File: src/rtl/shared_rise_pwm.sv
module shared_rise_pwm #(
  parameter int CHANNELS = 8,
  parameter int CW       = 8,
  localparam int SW      = $clog2(CHANNELS + 1)
) (
  input  logic                clk,
  input  logic                rst,
  input  logic                step_en,
  input  logic                load_en,
  input  logic [SW-1:0]       load_sel,
  input  logic [CW-1:0]       load_val,
  output logic [CHANNELS-1:0] pwm_out
);

  localparam logic [SW-1:0] SHARED_SEL = SW'(CHANNELS);
  localparam logic [CW-1:0] CNT_MAX    = '1;
  localparam logic [CW-1:0] CNT_ONE    = CW'(1);

  logic [CW-1:0]       rise_cnt;
  logic [CHANNELS-1:0] fall_hit;
  logic [CHANNELS-1:0] pwm_q;

  wire shared_ld = load_en && (load_sel == SHARED_SEL);
  wire wrap      = step_en && !shared_ld && (rise_cnt == CNT_MAX);

  always_ff @(posedge clk) begin
    if (rst)            rise_cnt <= '0;
    else if (shared_ld) rise_cnt <= load_val;
    else if (step_en)   rise_cnt <= rise_cnt + CNT_ONE;
  end

  for (genvar i = 0; i < CHANNELS; i++) begin : g_ch
    logic [CW-1:0] cnt;
    wire ld = load_en && (load_sel == SW'(i));

    assign fall_hit[i] = step_en && !ld && (cnt == CNT_ONE);

    always_ff @(posedge clk) begin
      if (rst)          cnt <= '0;
      else if (ld)      cnt <= load_val;
      else if (step_en) cnt <= cnt - CNT_ONE;
    end


    fall_on_zero_chk: assert property (@(posedge clk) disable iff (rst)
      $fell(pwm_q[i]) |-> (cnt == '0));


    coincide_low_chk: assert property (@(posedge clk) disable iff (rst)
      (wrap && fall_hit[i]) |=> !pwm_q[i]);
  end

  always_ff @(posedge clk) begin
    if (rst)       pwm_q <= '0;
    else if (wrap) pwm_q <= ~fall_hit;
    else           pwm_q <= pwm_q & ~fall_hit;
  end

  assign pwm_out = pwm_q;


  reset_clear_chk: assert property (@(posedge clk)
    rst |=> (pwm_out == '0 && rise_cnt == '0));


  rise_at_wrap_chk: assert property (@(posedge clk) disable iff (rst)
    (|(pwm_q & ~$past(pwm_q))) |-> (rise_cnt == '0));


  idle_hold_chk: assert property (@(posedge clk) disable iff (rst)
    (!step_en && !load_en) |=> ($stable(pwm_q) && $stable(rise_cnt)));


  load_no_out_chk: assert property (@(posedge clk) disable iff (rst)
    (!step_en && load_en) |=> $stable(pwm_q));

endmodule

File: config.mk
export PLATFORM = sky130hd
export DESIGN_NAME = shared_rise_pwm
export DESIGN_NICKNAME = d
export VERILOG_FILES = /design/src/rtl/shared_rise_pwm.sv
export SDC_FILE = /design/constraint.sdc
export NUM_CORES = 1
export LEC_CHECK = 0
export BUFFER_PORTS_ARGS = -buffer_cell sky130_fd_sc_hd__buf_2
export CAP_MARGIN = 5
export CORE_ASPECT_RATIO = 1.2
export CORE_MARGIN = 2
export CORE_UTILIZATION = 55
export CTS_CLUSTER_DIAMETER = 100
export DETAILED_ROUTE_END_ITERATION = 8
export PLACE_DENSITY = 0.7
export SYNTH_ARGS = -nofsm -noshare
export SYNTH_HDL_FRONTEND = slang
export SYNTH_SLANG_ARGS = --single-unit
File: constraint.sdc
create_clock -name clk -period 1.59 [get_ports clk]
set_input_delay 0.0795 -clock clk [delete_from_list [all_inputs] [get_ports clk]]
set_output_delay 0.0795 -clock clk [all_outputs]
set_load 0.05 [all_outputs]
* Word level (Yosys, flattened, before mapping)
Index checks and enable logic that the tools add are counted.
Widths: inputs -> output; s select.
** Cells by class
- Muxes and demuxes :: 19
- Eq/ne operators :: 17
- Add/sub/neg operators :: 9
- Bitwise logic cells :: 2
- Reduce and logical (&&, ||, !) cells :: 46
** Operators by type and width (number)
- $mux 8 :: 19
- $eq 8x1->1 const B :: 8
- $sub 8x1->8 const B :: 8
- $logic_and 1x1->1 :: 27
- $reduce_bool 2->1 :: 9
- $eq 4x3->1 const B :: 4
- $logic_not 1->1 :: 9
- $add 8x1->8 const B :: 1
- $and 8x8->8 :: 1
- $eq 4x2->1 const B :: 2
- $eq 8x8->1 const B :: 1
- $not 8->8 :: 1
- $eq 4x1->1 const B :: 1
- $eq 4x4->1 const B :: 1
- $logic_not 4->1 :: 1
** Storage, ports and cells
- Word-level logic and storage cells :: 103
- Bits of input ports :: 16
- Output and inout port bits :: 8
- Register bits :: 80

* Logic depth before layout (Yosys ltp)
- Word-level depth :: 8
- Gate-level depth with buffers :: 7

* Least setup slack after synthesis
Ideal clock, no wire load.
- Kind :: register to register
- Start point :: reg g_ch[2].cnt[2]
- End point :: reg g_ch[2].cnt[6]
- Slack :: 153 ps
- Stages on the path, launching flop included :: 5
- Library setup time :: 136 ps
- Data arrival time :: 1301 ps
- Data required time :: 1454 ps
- Cells stage by stage :: dfxtp_1 -> or4b_4 -> nor3b_2 -> xnor2_1 -> a211oi_2
** On the way
- Longest elaborated chain between the ends :: 3
** RTL lines
- from (decl) :: line 33 : logic [CW-1:0] cnt;
- from (signal assigned) :: line 40 : else if (ld) cnt <= load_val;
- from (signal assigned) :: line 41 : else if (step_en) cnt <= cnt - CNT_ONE;
- $sub 8x1->8 :: line 41
- $mux 8 :: line 41
- $mux 8 :: line 40
Every way passes these cells. The select of a mux whose other input is x is not followed.
A chain may end at the register's enable or synchronous reset.

* Worst setup path in the final report
- Start point :: reg g_ch[3].cnt[2]
- End point :: reg g_ch[3].cnt[6]
** On the way
- Longest elaborated chain between the ends :: 3
** RTL lines (line)
- from (decl) :: 33
- from (signal assigned) :: 40
- from (signal assigned) :: 41
- $sub 8x1->8 :: 41
- $mux 8 :: 41
- $mux 8 :: 40
Every way passes these cells. The select of a mux whose other input is x is not followed.

==> metrics.csv <==
metric;value;unit
deepest clock path buffer count;2;
WL per Instance;15.6;µm
initial antenna violation count;0;
Synth Cell Area;4300;µm²
Util after Layout;63.1;%
worst-path cell chain;or4b_4, nor3b_2, xnor2_1, a211oi_2;
outcome;finished, final reports clean;
Rows;35;
Hold EP;g_ch[6].cnt[1];
CTS sink cnt;80;
Filler cells;674;
M2 GR Usage;40.0;%
DRC violations left;0;
switch share;30.7;%
port bufs;23;
Die H;101;µm
area share of the largest cell type after synthesis;37.3;%
Post-DP HPWL;6.34;mm
footprint of the multi-input gates;2500;µm²
Comb pwr share;23.9;%
worst-path fanout max;4;
Async SR Flop Fraction;0;%
Total GRT Usage;23.6;%
Unique masters post-synth;37;
global-route wire length before repair;16.1;mm
met3 usage;4.42;%
most frequent cells after synthesis;97 x nor2_1, 80 x dfxtp_1, 59 x a211oi_1, 40 x xnor2_1, 26 x nand2_1;
Crit Reg-Reg Startpoint;g_ch[3].cnt[2];
#FFs+latches synth;80;
# diodes;0;
Startpoint Class;flip-flop;
via/cell ratio;5.76;
Hold Path Stages;2;
area grow syn2layout;12.0;%
Die Area;8540;µm²
Synth Instances;496;
switching power;1580;µW
starting density of the core;56.4;%
dominant cell type by area after synthesis;dfxtp_1;
Hold WC Path Type;input pin to flip-flop;
dpl cells;600;
Peak VDD IR;0.874;mV
vias in the first global route;3399;
top-count cell post-synth;nor2_1;
DR vias;3547;
Nets;553;
Overflow after GRT;0;
Post-Syn Nets;529;
Crit-path slowest cell;or4b_4;
Die Wd;84.7;µm
crit path kind;flip-flop to flip-flop;
final worst path period share;94.8;%
Worst EP required;1.86;ns
Worst setup EP type;flip-flop;
delay of the slowest critical-path stage;0.58;ns
Worst-Skew Late Latency;0.34;ns
Core Region;7620;µm²
GP Congestion;0.818;
sequential fraction of design power;49.5;%
clock power share;26.6;%
TritonCTS clock tree;built;
most area-consuming cells after synthesis;dfxtp_1 37%, a211oi_1 10%, nor2_1 8.5%;
crit path DAT;1.78;ns
worst reg-to-reg path cell count;4;
placed cell area;4590;µm²
Final Hold Vio Count;0;
Final Power;5150;µW
M1 GR Usage;30.0;%
most used routing layer;met2;
P per Cell Area;1070;nW/µm²
max-cap viol count;0;
total CTS buffers;9;
Max Clock Freq;663;MHz
final setup vio count;0;
largest net degree at the start of global routing;37;
non-filler cells, final;616;
hold_ws;0.118;ns
Synth Warn #;0;
R2R setup slack;0.08;ns
DRT Pass-1 Iters;6;
number of synthesized flops with an enable pin;0;
relative slew slack;63.5;%
number of I/O pins;24;
design area;4810;µm²
Synth Area per Inst;8.66;µm²
post-route ant nets;0;
overall routed net length;9.62;mm
top_reg_cell synth;dfxtp_1;
CTS H-tree depth;3;
RR Endpoint;g_ch[3].cnt[6];
DRT iter0 DRCs;145;
fin. max-slew vios;0;
CTS clk-pin slew, worst paths;0.08;ns
P_leak;0.00186;µW
Root Buffer;clkbuf_8;
Int Pwr;3570;µW
fin crit period;1.51;ns
Min-Delay Startpoint;rst;
sequential area share after synthesis;37.3;%
share of cells above drive strength 1;16.2;%
Reg area;1600;µm²
slew of the pin with the lowest slew margin;0.547;ns
clock skew;0.0119;ns
[per-stage QoR]
stage / setup slack, ns / setup TNS (ns)
detailed placement: 0.0509 / 0
global route: -0.00960 / -0.00960
floorplan: 0.153 / 0
CTS: 0.0332 / 0
finish: 0.0823 / 0
global placement: 0.120 / 0
[power groups by stage]
stage,combinational [µW],sequential [µW],clock (µW)
2_1_floorplan,950,2520,0
3_3_place_gp,1170,2570,0
3_5_place_dp,1200,2580,0
4_1_cts,1210,2540,1380
5_1_grt,1380,2580,1470
6_report,1230,2550,1370
[layout by cell type (no fill, tap or decap), types with 10 or more instances in the layout]
master and n:
nor4b_1 10, xnor2_1 40, dfxtp_1 79, buf_2 23, nand2_1 26, buf_4 23, inv_1 18, clkbuf_8 11
nor2_1 96, xor2_1 20, a211oi_1 57, ha_1 17
[layout make-up]
type	instances	share of cell area, %
clock buffers	12	3.23
clock inverters	3	0.364
inverters	18	1.40
multi-input cells	362	52.1
flip-flops and latches	80	33.3
well taps	92	2.39
repair buffers	49	7.23
[cells by family after synthesis]
family	Yosys count	share of synthesized area [%]
simple gates	196	24.1
flops	80	37.3
compound gates	82	14.6
buf+inv	54	5.24
xor+xnor	60	12.2
mux	7	1.63
fa+ha+maj	17	4.95
[registers in the layout (all words and copies together) (netlist names)]
name      flops
rise_cnt      8
g_ch.cnt     64
pwm_out       8
[worst max-delay path: cells and delay by family (launching register included)]
family	cells	cell delay, ns
flops	1	0.35
simple gates	2	0.79
xor+xnor	1	0.10
compound gates	1	0.20
[timing repair]
item	CTS	global route
hold buffers	0	0
setup buffers	0	1
endpoints found under the setup margin	0	8
resized for setup	0	8
[routing by layer]
| metal | wire length (µm) | vias up |
|---|---|---|
| met2 | 4610 | 55 |
| met3 | 231 | 14 |
| met1 | 4610 | 1679 |
| met5 | 0 | - |
| li1 | - | 1799 |
| met4 | 165 | 0 |
[how the worst max path moves through the flow]
stage,cells after the start,slack [ns],startpoint,end
finish,4,0.08,g_ch[3].cnt[2],g_ch[3].cnt[6]
floorplan,4,0.15,g_ch[2].cnt[2],g_ch[2].cnt[6]
CTS,4,0.03,g_ch[6].cnt[2],g_ch[6].cnt[6]
global route,6,-0.01,rise_cnt[0],pwm_out[5]
detailed placement,4,0.05,g_ch[6].cnt[2],g_ch[6].cnt[6]
global placement,6,0.12,step_en,g_ch[3].cnt[6]
Note: power is estimated with default switching activity, not from simulation.
